<file path="config.mk">
export PLATFORM = sky130hd
export DESIGN_NAME = wr_lock_guard
export DESIGN_NICKNAME = d
export VERILOG_FILES = /design/src/rtl/wr_lock_pkg.sv /design/src/rtl/wr_lock_ctrl.sv /design/src/rtl/wr_lock_dp.sv /design/src/rtl/wr_lock_guard.sv
export SDC_FILE = /design/constraint.sdc
export NUM_CORES = 1
export LEC_CHECK = 0
export CORE_MARGIN = 5
export CORE_UTILIZATION = 23
export DETAILED_ROUTE_END_ITERATION = 16
export PLACE_DENSITY = 0.82
export SLEW_MARGIN = 20
export SYNTH_ARGS = -nofsm -noshare
export SYNTH_HDL_FRONTEND = slang
export SYNTH_SLANG_ARGS = --single-unit
</file>
<file path="constraint.sdc">
create_clock -name clk -period 2.3 [get_ports clk]
set_clock_uncertainty 0.1 [all_clocks]
set_input_delay 0.46 -clock clk [delete_from_list [all_inputs] [get_ports clk]]
set_output_delay 0.46 -clock clk [all_outputs]
set_load 0.01 [all_outputs]
</file>
<file path="src/rtl/wr_lock_pkg.sv">
package wr_lock_pkg;
  localparam int NLOCK = 4;     // flags at bits 3..6
  localparam int LOCK_LSB = 3;
  localparam int CTRL_IDX = 1;  // index of the flag kept through software reset

  typedef struct packed {
    logic lockOk;
    logic statusOk;
    logic ctrlOk;
    logic compOk;
  } lockView_t;

  typedef struct packed {
    logic wrLock;
    logic rdLock;
    logic swRestore;
  } dpStrobe_t;
endpackage

</file>
<file path="src/rtl/wr_lock_ctrl.sv">
module wr_lock_ctrl
  import wr_lock_pkg::*;
#(
  parameter int ADDR_W = 8,
  parameter logic [ADDR_W-1:0] LOCK_ADDR = 8'h18,
  parameter logic [ADDR_W-1:0] STATUS_ADDR = 8'h14,
  parameter logic [ADDR_W-1:0] CTRL_ADDR = 8'h10,
  parameter logic [ADDR_W-1:0] COMP_ADDR = 8'h0C
) (
  input  logic              clk,
  input  logic              porRstN,
  input  logic              swRst,
  input  logic              busWrEn,
  input  logic              busRdEn,
  input  logic [ADDR_W-1:0] busAddr,
  input  lockView_t         lockView,
  output dpStrobe_t         strobe,
  output logic              weLock,
  output logic              weStatus,
  output logic              weCtrl,
  output logic              weComp
);
  logic hitLock, hitStatus, hitCtrl, hitComp;

  always_comb begin
    hitLock   = (busAddr == LOCK_ADDR);
    hitStatus = (busAddr == STATUS_ADDR);
    hitCtrl   = (busAddr == CTRL_ADDR);
    hitComp   = (busAddr == COMP_ADDR);
    weLock    = busWrEn && hitLock && lockView.lockOk;
    weStatus  = busWrEn && hitStatus && lockView.statusOk;
    weCtrl    = busWrEn && hitCtrl && lockView.ctrlOk;
    weComp    = busWrEn && hitComp && lockView.compOk;
    strobe.wrLock    = weLock;
    strobe.rdLock    = busRdEn && hitLock;
    strobe.swRestore = swRst;
  end

  assert_we_onehot_R7: assert property (@(posedge clk) disable iff (!porRstN)
    $onehot0({weLock, weStatus, weCtrl, weComp}));
  assert_we_needs_write_R7: assert property (@(posedge clk) disable iff (!porRstN)
    (weLock || weStatus || weCtrl || weComp) |-> busWrEn);
endmodule

</file>
<file path="src/rtl/wr_lock_dp.sv">
module wr_lock_dp
  import wr_lock_pkg::*;
#(
  parameter int DATA_W = 32
) (
  input  logic              clk,
  input  logic              porRstN,
  input  dpStrobe_t         strobe,
  input  logic [DATA_W-1:0] wrData,
  output lockView_t         lockView,
  output logic [DATA_W-1:0] rdData
);
  localparam int PAD_W = DATA_W - 8;

  logic [NLOCK-1:0] lockQ;
  logic [DATA_W-1:0] image;

  for (genvar gi = 0; gi < NLOCK; gi++) begin : g_flag
    localparam bit SW_RESTORABLE = (gi != CTRL_IDX);
    always_ff @(posedge clk or negedge porRstN) begin
      if (!porRstN)
        lockQ[gi] <= 1'b1;
      else if (strobe.swRestore) begin
        if (SW_RESTORABLE) lockQ[gi] <= 1'b1;
      end else if (strobe.wrLock)
        lockQ[gi] <= lockQ[gi] & wrData[LOCK_LSB + gi];
    end
  end

  always_comb begin
    lockView.compOk   = lockQ[0];
    lockView.ctrlOk   = lockQ[1];
    lockView.statusOk = lockQ[2];
    lockView.lockOk   = lockQ[3];
    image  = {{PAD_W{1'b0}}, 1'b1, lockQ, 3'b111};
    rdData = strobe.rdLock ? image : '0;
  end

  assert_idle_stable_R3: assert property (@(posedge clk) disable iff (!porRstN)
    (!strobe.swRestore && !strobe.wrLock) |=> $stable(lockQ));
  assert_no_rise_R3: assert property (@(posedge clk) disable iff (!porRstN)
    !strobe.swRestore |=> ((lockQ & ~$past(lockQ)) == '0));
  assert_sw_restore_R4: assert property (@(posedge clk) disable iff (!porRstN)
    strobe.swRestore |=> (lockQ[0] && lockQ[2] && lockQ[3]));
  assert_ctrl_kept_R5: assert property (@(posedge clk) disable iff (!porRstN)
    !lockQ[CTRL_IDX] |=> !lockQ[CTRL_IDX]);
  assert_self_lock_R6: assert property (@(posedge clk) disable iff (!porRstN)
    (!lockQ[3] && !strobe.swRestore) |=> $stable(lockQ));
endmodule

</file>
<file path="src/rtl/wr_lock_guard.sv">
module wr_lock_guard
  import wr_lock_pkg::*;
#(
  parameter int ADDR_W = 8,
  parameter int DATA_W = 32,
  parameter logic [ADDR_W-1:0] LOCK_ADDR = 8'h18,
  parameter logic [ADDR_W-1:0] STATUS_ADDR = 8'h14,
  parameter logic [ADDR_W-1:0] CTRL_ADDR = 8'h10,
  parameter logic [ADDR_W-1:0] COMP_ADDR = 8'h0C
) (
  input  logic              clk,
  input  logic              porRstN,
  input  logic              swRst,
  input  logic              busWrEn,
  input  logic              busRdEn,
  input  logic [ADDR_W-1:0] busAddr,
  input  logic [DATA_W-1:0] busWrData,
  output logic [DATA_W-1:0] rdData,
  output logic              weLock,
  output logic              weStatus,
  output logic              weCtrl,
  output logic              weComp
);
  dpStrobe_t strobe;
  lockView_t lockView;

  wr_lock_ctrl #(
    .ADDR_W(ADDR_W), .LOCK_ADDR(LOCK_ADDR), .STATUS_ADDR(STATUS_ADDR),
    .CTRL_ADDR(CTRL_ADDR), .COMP_ADDR(COMP_ADDR)
  ) u_ctrl (
    .clk(clk), .porRstN(porRstN), .swRst(swRst), .busWrEn(busWrEn),
    .busRdEn(busRdEn), .busAddr(busAddr), .lockView(lockView),
    .strobe(strobe), .weLock(weLock), .weStatus(weStatus),
    .weCtrl(weCtrl), .weComp(weComp)
  );

  wr_lock_dp #(.DATA_W(DATA_W)) u_dp (
    .clk(clk), .porRstN(porRstN), .strobe(strobe), .wrData(busWrData),
    .lockView(lockView), .rdData(rdData)
  );
endmodule

</file>
# Yosys cells after proc, flatten, opt, wreduce, memory -nomap -nowiden
# Cells that the tools add are included.
# word_totals
latch_bits,0
ram_bits,0
elab_cells,31
n_memories,0
rom_bits,0
register_bits,4
# op_classes
n_shift,0
mul,0
n_eq_ne,4
order_cmp,0
mux,7
reduce_logical,11
bitwise_logic,5
n_addsub,0
div_mod_pow,0
# ops
cell,count
equality test 8 x 5 -> 1 bit (second input constant),3
logical AND 1 bit,9
equality test 8 x 4 -> 1 bit (second input constant),1
2-to-1 mux 8 bit,1
2-to-1 mux 1 bit,6
AND 1 bit,4
AND reduction 2 bit,1
nonzero test 2 bit,1
NOT 1 bit,1

# Longest topological paths before layout
# logic_depth
word_depth,5
depth_mapped,4

# Cells and area by module
# A second synthesis with hierarchy kept.
# unflattened
hier_cells,59
hier_area_um2,500.5
# by_module_without_submodules
module,n_inst,cells_each,area_per_inst_um2
wr_lock_dp,1,45,396.6
wr_lock_ctrl,1,14,103.8

# Worst setup path after synthesis
# Ideal clock, no wire load.
# synth_path
kind,input to output
start,input port busAddr[7]
end,output port rdData[1]
t_required_ns,1.740
stages,4
path_slack_ns,-0.064
arrival_ns,1.804
path_buffers,2
path_cell_list,or4b_1 > buf_6 > nor3_1 > buf_4
# synth_via
elab_chain_cells,3
# synth_lines
item,line_no,source
start: declaration,wr_lock_guard.sv:16,"input logic [ADDR_W-1:0] busAddr,"
equality test 8 x 5 -> 1 bit,wr_lock_ctrl.sv:26,hitLock = (busAddr == LOCK_ADDR);
logical AND 1 bit,wr_lock_ctrl.sv:35,strobe.rdLock = busRdEn && hitLock;
2-to-1 mux 8 bit,wr_lock_dp.sv:36,rdData = strobe.rdLock ? image : '0;
end: declaration,wr_lock_guard.sv:18,"output logic [DATA_W-1:0] rdData,"
# No other way between the ends.

# Worst setup path in the final report
# layout_path
start,input port busWrEn
end,output port weComp
# layout_via
elab_chain_cells,2
# layout_lines
item,line_no,source
start: declaration,wr_lock_guard.sv:14,"input logic busWrEn,"
logical AND 1 bit (2 in series),wr_lock_ctrl.sv:33,weComp = busWrEn && hitComp && lockView.compOk;
end: declaration,wr_lock_guard.sv:22,output logic weComp
# No other way between the ends.

==> metrics.txt <==
number of flip-flops and latches in the synthesized netlist=4; largest voltage drop on the vdd net=about 160 µV; fill cell instance count of the final layout=between 200 and 250; Avg Vias per Cell=4.28; 1st-pass router iterations=4; global-route wire length before repair=~2500 µm; number of clock sinks seen by CTS=4; CP max FO=3; area share of the largest cell type after synthesis=about 37%; half-perimeter wire length of the detailed placement result=1280 µm; initial antenna violation count=0; cell taking the most area after synthesis=buf_4; instance count after placement with tap cells included=between 100 and 150; maximum clock path buffer count=2; Post-Layout Cell Count=around 130; pins over their slew limit=0; Fmax=442 MHz; max-cap viol count=0; multi-input combinational cell area=395 µm²; floorplan core area=2250 µm²; pin count of the biggest net entering global routing=8; number of different library cells in the post-synthesis netlist=18; row cnt=17; Inserted Diodes=0; CP Class=input port to primary output; antenna viol nets, final=0; sort of element at the start of the critical path=input port; series of cell instances along the critical path=dlygate4sd2_1 -> or4b_4 -> nor4_1 -> buf_2; post-synthesis instance area=552 µm²; total met3 wirelength after detailed routing=between 200 and 300 µm; buffers and inverters on the worst path=2; detailed route wirelength on metal2=960 µm; share of layout cells above drive strength 1=a little under half; arrival time of the worst setup path=around 1.7 ns; area grow syn2layout=55.8%; CTS root buffer=clkbuf_4; io pins=81; Tot Pwr=roughly 0.24 mW; remaining global-route overflow=0; total via count in the routed design=543; Ys Warns=0; cell class contributing the biggest share of worst-path delay=simple AND/OR/NAND/NOR gates; worst path setup slack after routing=roughly 0.035 ns; clock tree from TritonCTS=done; part of the Yosys area used for sequential elements=around a fifth; number of buffers added on ports=28; uppermost routed layer=met3; Final Hold Vio Count=0; path category of the worst min-delay check=flop to flop; net total in the final layout=146; post-placement worst setup slack=-0.709 ns; setup tns final=0 ns; Data required, critical path=~1.7 ns; Largest stage delay, worst path=roughly 0.5 ns; depth of the CTS H-tree=1; final setup fails=0; DRC marker count from the first detailed-route iteration=7; standard cell with the maximum stage delay on the critical path=or4b_4; type of destination of the critical path=primary output; final worst path period share=a little over nine tenths; Die X=between 50 and 60 µm; power per cell area=about 280 nW/µm²; detailed-routing wirelength on met1=between 500 and 600 µm; starting density of the core=between 20 and 25%; overall routed net length=between 1500 and 2000 µm; DRC violations left=0; area occupied by registers=roughly 110 µm²; final estimated routing congestion in global placement=about 0.90; Leakage=0.427 nW; number of flip-flops under the largest register name=4; gate count after technology mapping=between 60 and 70; CTS Buf Count=3; cell types occupying the most area after synthesis=buf_4 (37%), dfstp_2 (19%), or4bb_1 (8.2%); outcome=completed; later-pin clock latency in the skew report=between 0.2 and 0.25 ns; WL/cell=roughly 14 µm; post-synthesis area per instance=8.49 µm²; post-route minimum period=approximately 2.3 ns; area enclosed by the die boundary=~3500 µm²; height of the die=between 50 and 60 µm; Core Util, Final=between 30% and 40%; Global Route Usage Sum=approximately a tenth; clock-pin slew on the worst setup and hold paths=~0.030 ns; number of global-route vias before repair=between 500 and 600; RSZ-0062 raised after global routing=yes
==> cell families after synthesis <==
group	after synthesis	share of synthesized area, %
compound gates	4	7.26
flops	4	19.0
simple gates	21	29.3
other cells	1	0.680
buf+inv	35	43.8
==> worst paths after layout <==
kind,start,end,slack [ns],depth (start not counted)
max,busWrEn,weComp,0.04,4
min,u_dp.lockView[1],u_dp.lockView[1],0.38,1
max reg2reg,u_dp.lockView[3],u_dp.lockView[0],0.84,2
min reg2reg,u_dp.lockView[1],u_dp.lockView[1],0.38,1
max in group asynchronous,porRstN,u_dp.lockView[2],1.52,1
min in group asynchronous,porRstN,u_dp.lockView[3],0.55,1
==> routing by layer <==
| layer | GRT usage (%) | vias to the layer above |
|---|---|---|
| met5 | 0 | - |
| met4 | 3.88 | 0 |
| met3 | 3.70 | 0 |
| met2 | 19.7 | 37 |
| met1 | 8.08 | 259 |
| li1 | - | 247 |
==> layout make-up <==
cell class              count  share of cell area (%)
multi-input cells          49                    46.0
repair buffers             37                    32.5
flip-flops and latches      4                    12.2
well taps                  28                    4.08
clock buffers               3                    2.62
inverters                   6                    2.62
==> cell usage after synthesis <==
cell type and count:
buf_2 1, buf_4 27, buf_6 1, conb_1 1, dfstp_2 4, inv_1 6, nand2_1 1, nand3b_1 1
nand4b_1 1, nor3_1 4, nor4_1 5, o31a_2 1, o32a_1 3, or2_2 1, or3b_2 1, or4b_1 2
or4b_2 1, or4bb_1 4
==> power breakdown <==
group | total, mW | leakage, nW | switching [mW] | internal, mW
Clock | 0.0869 | 0.0138 | 0.0285 | 0.0584
Combinational | 0.0792 | 0.371 | 0.0452 | 0.0340
Sequential | 0.0712 | 0.0419 | 0.0000625 | 0.0712
Total | 0.237 | 0.427 | 0.0738 | 0.164
==> layout by cell type, fill, tap and decap left out <==
cell type | netlist | routed
or4bb_1 | 4 | 4
nor4_1 | 5 | 1
or2_2 | 1 | 1
nor4_4 | 0 | 4
inv_1 | 6 | 6
conb_1 | 1 | 24
nand2_1 | 1 | 1
or4b_4 | 0 | 3
dlygate4sd2_1 | 0 | 1
dfstp_2 | 4 | 4
clkbuf_2 | 0 | 3
buf_2 | 1 | 13
or3b_2 | 1 | 1
nand3b_1 | 1 | 1
nor3_4 | 0 | 2
clkdlybuf4s15_1 | 0 | 4
o31a_2 | 1 | 1
nor3_2 | 0 | 2
o32a_1 | 3 | 3
nand4b_1 | 1 | 1
buf_4 | 27 | 8
clkdlybuf4s50_1 | 0 | 7
buf_12 | 0 | 1
clkbuf_4 | 0 | 3
==> what timing repair did <==
action                     CTS  global route
resized for setup           79            11
setup endpoints to repair   12            10
hold buffers                 0             0
setup buffers                3             0
pin swaps                    9             6
hold endpoints to repair     0             0
==> stage by stage <==
step / cell area, µm² / hold WS (ns)
2_1_floorplan: 643 / 0.212
3_3_place_gp: 785 / 0.369
3_5_place_dp: 785 / 0.376
4_1_cts: 857 / 0.381
5_1_grt: 860 / 0.397
6_report: 860 / 0.379
No activity file was read; power rests on OpenSTA's default activity.
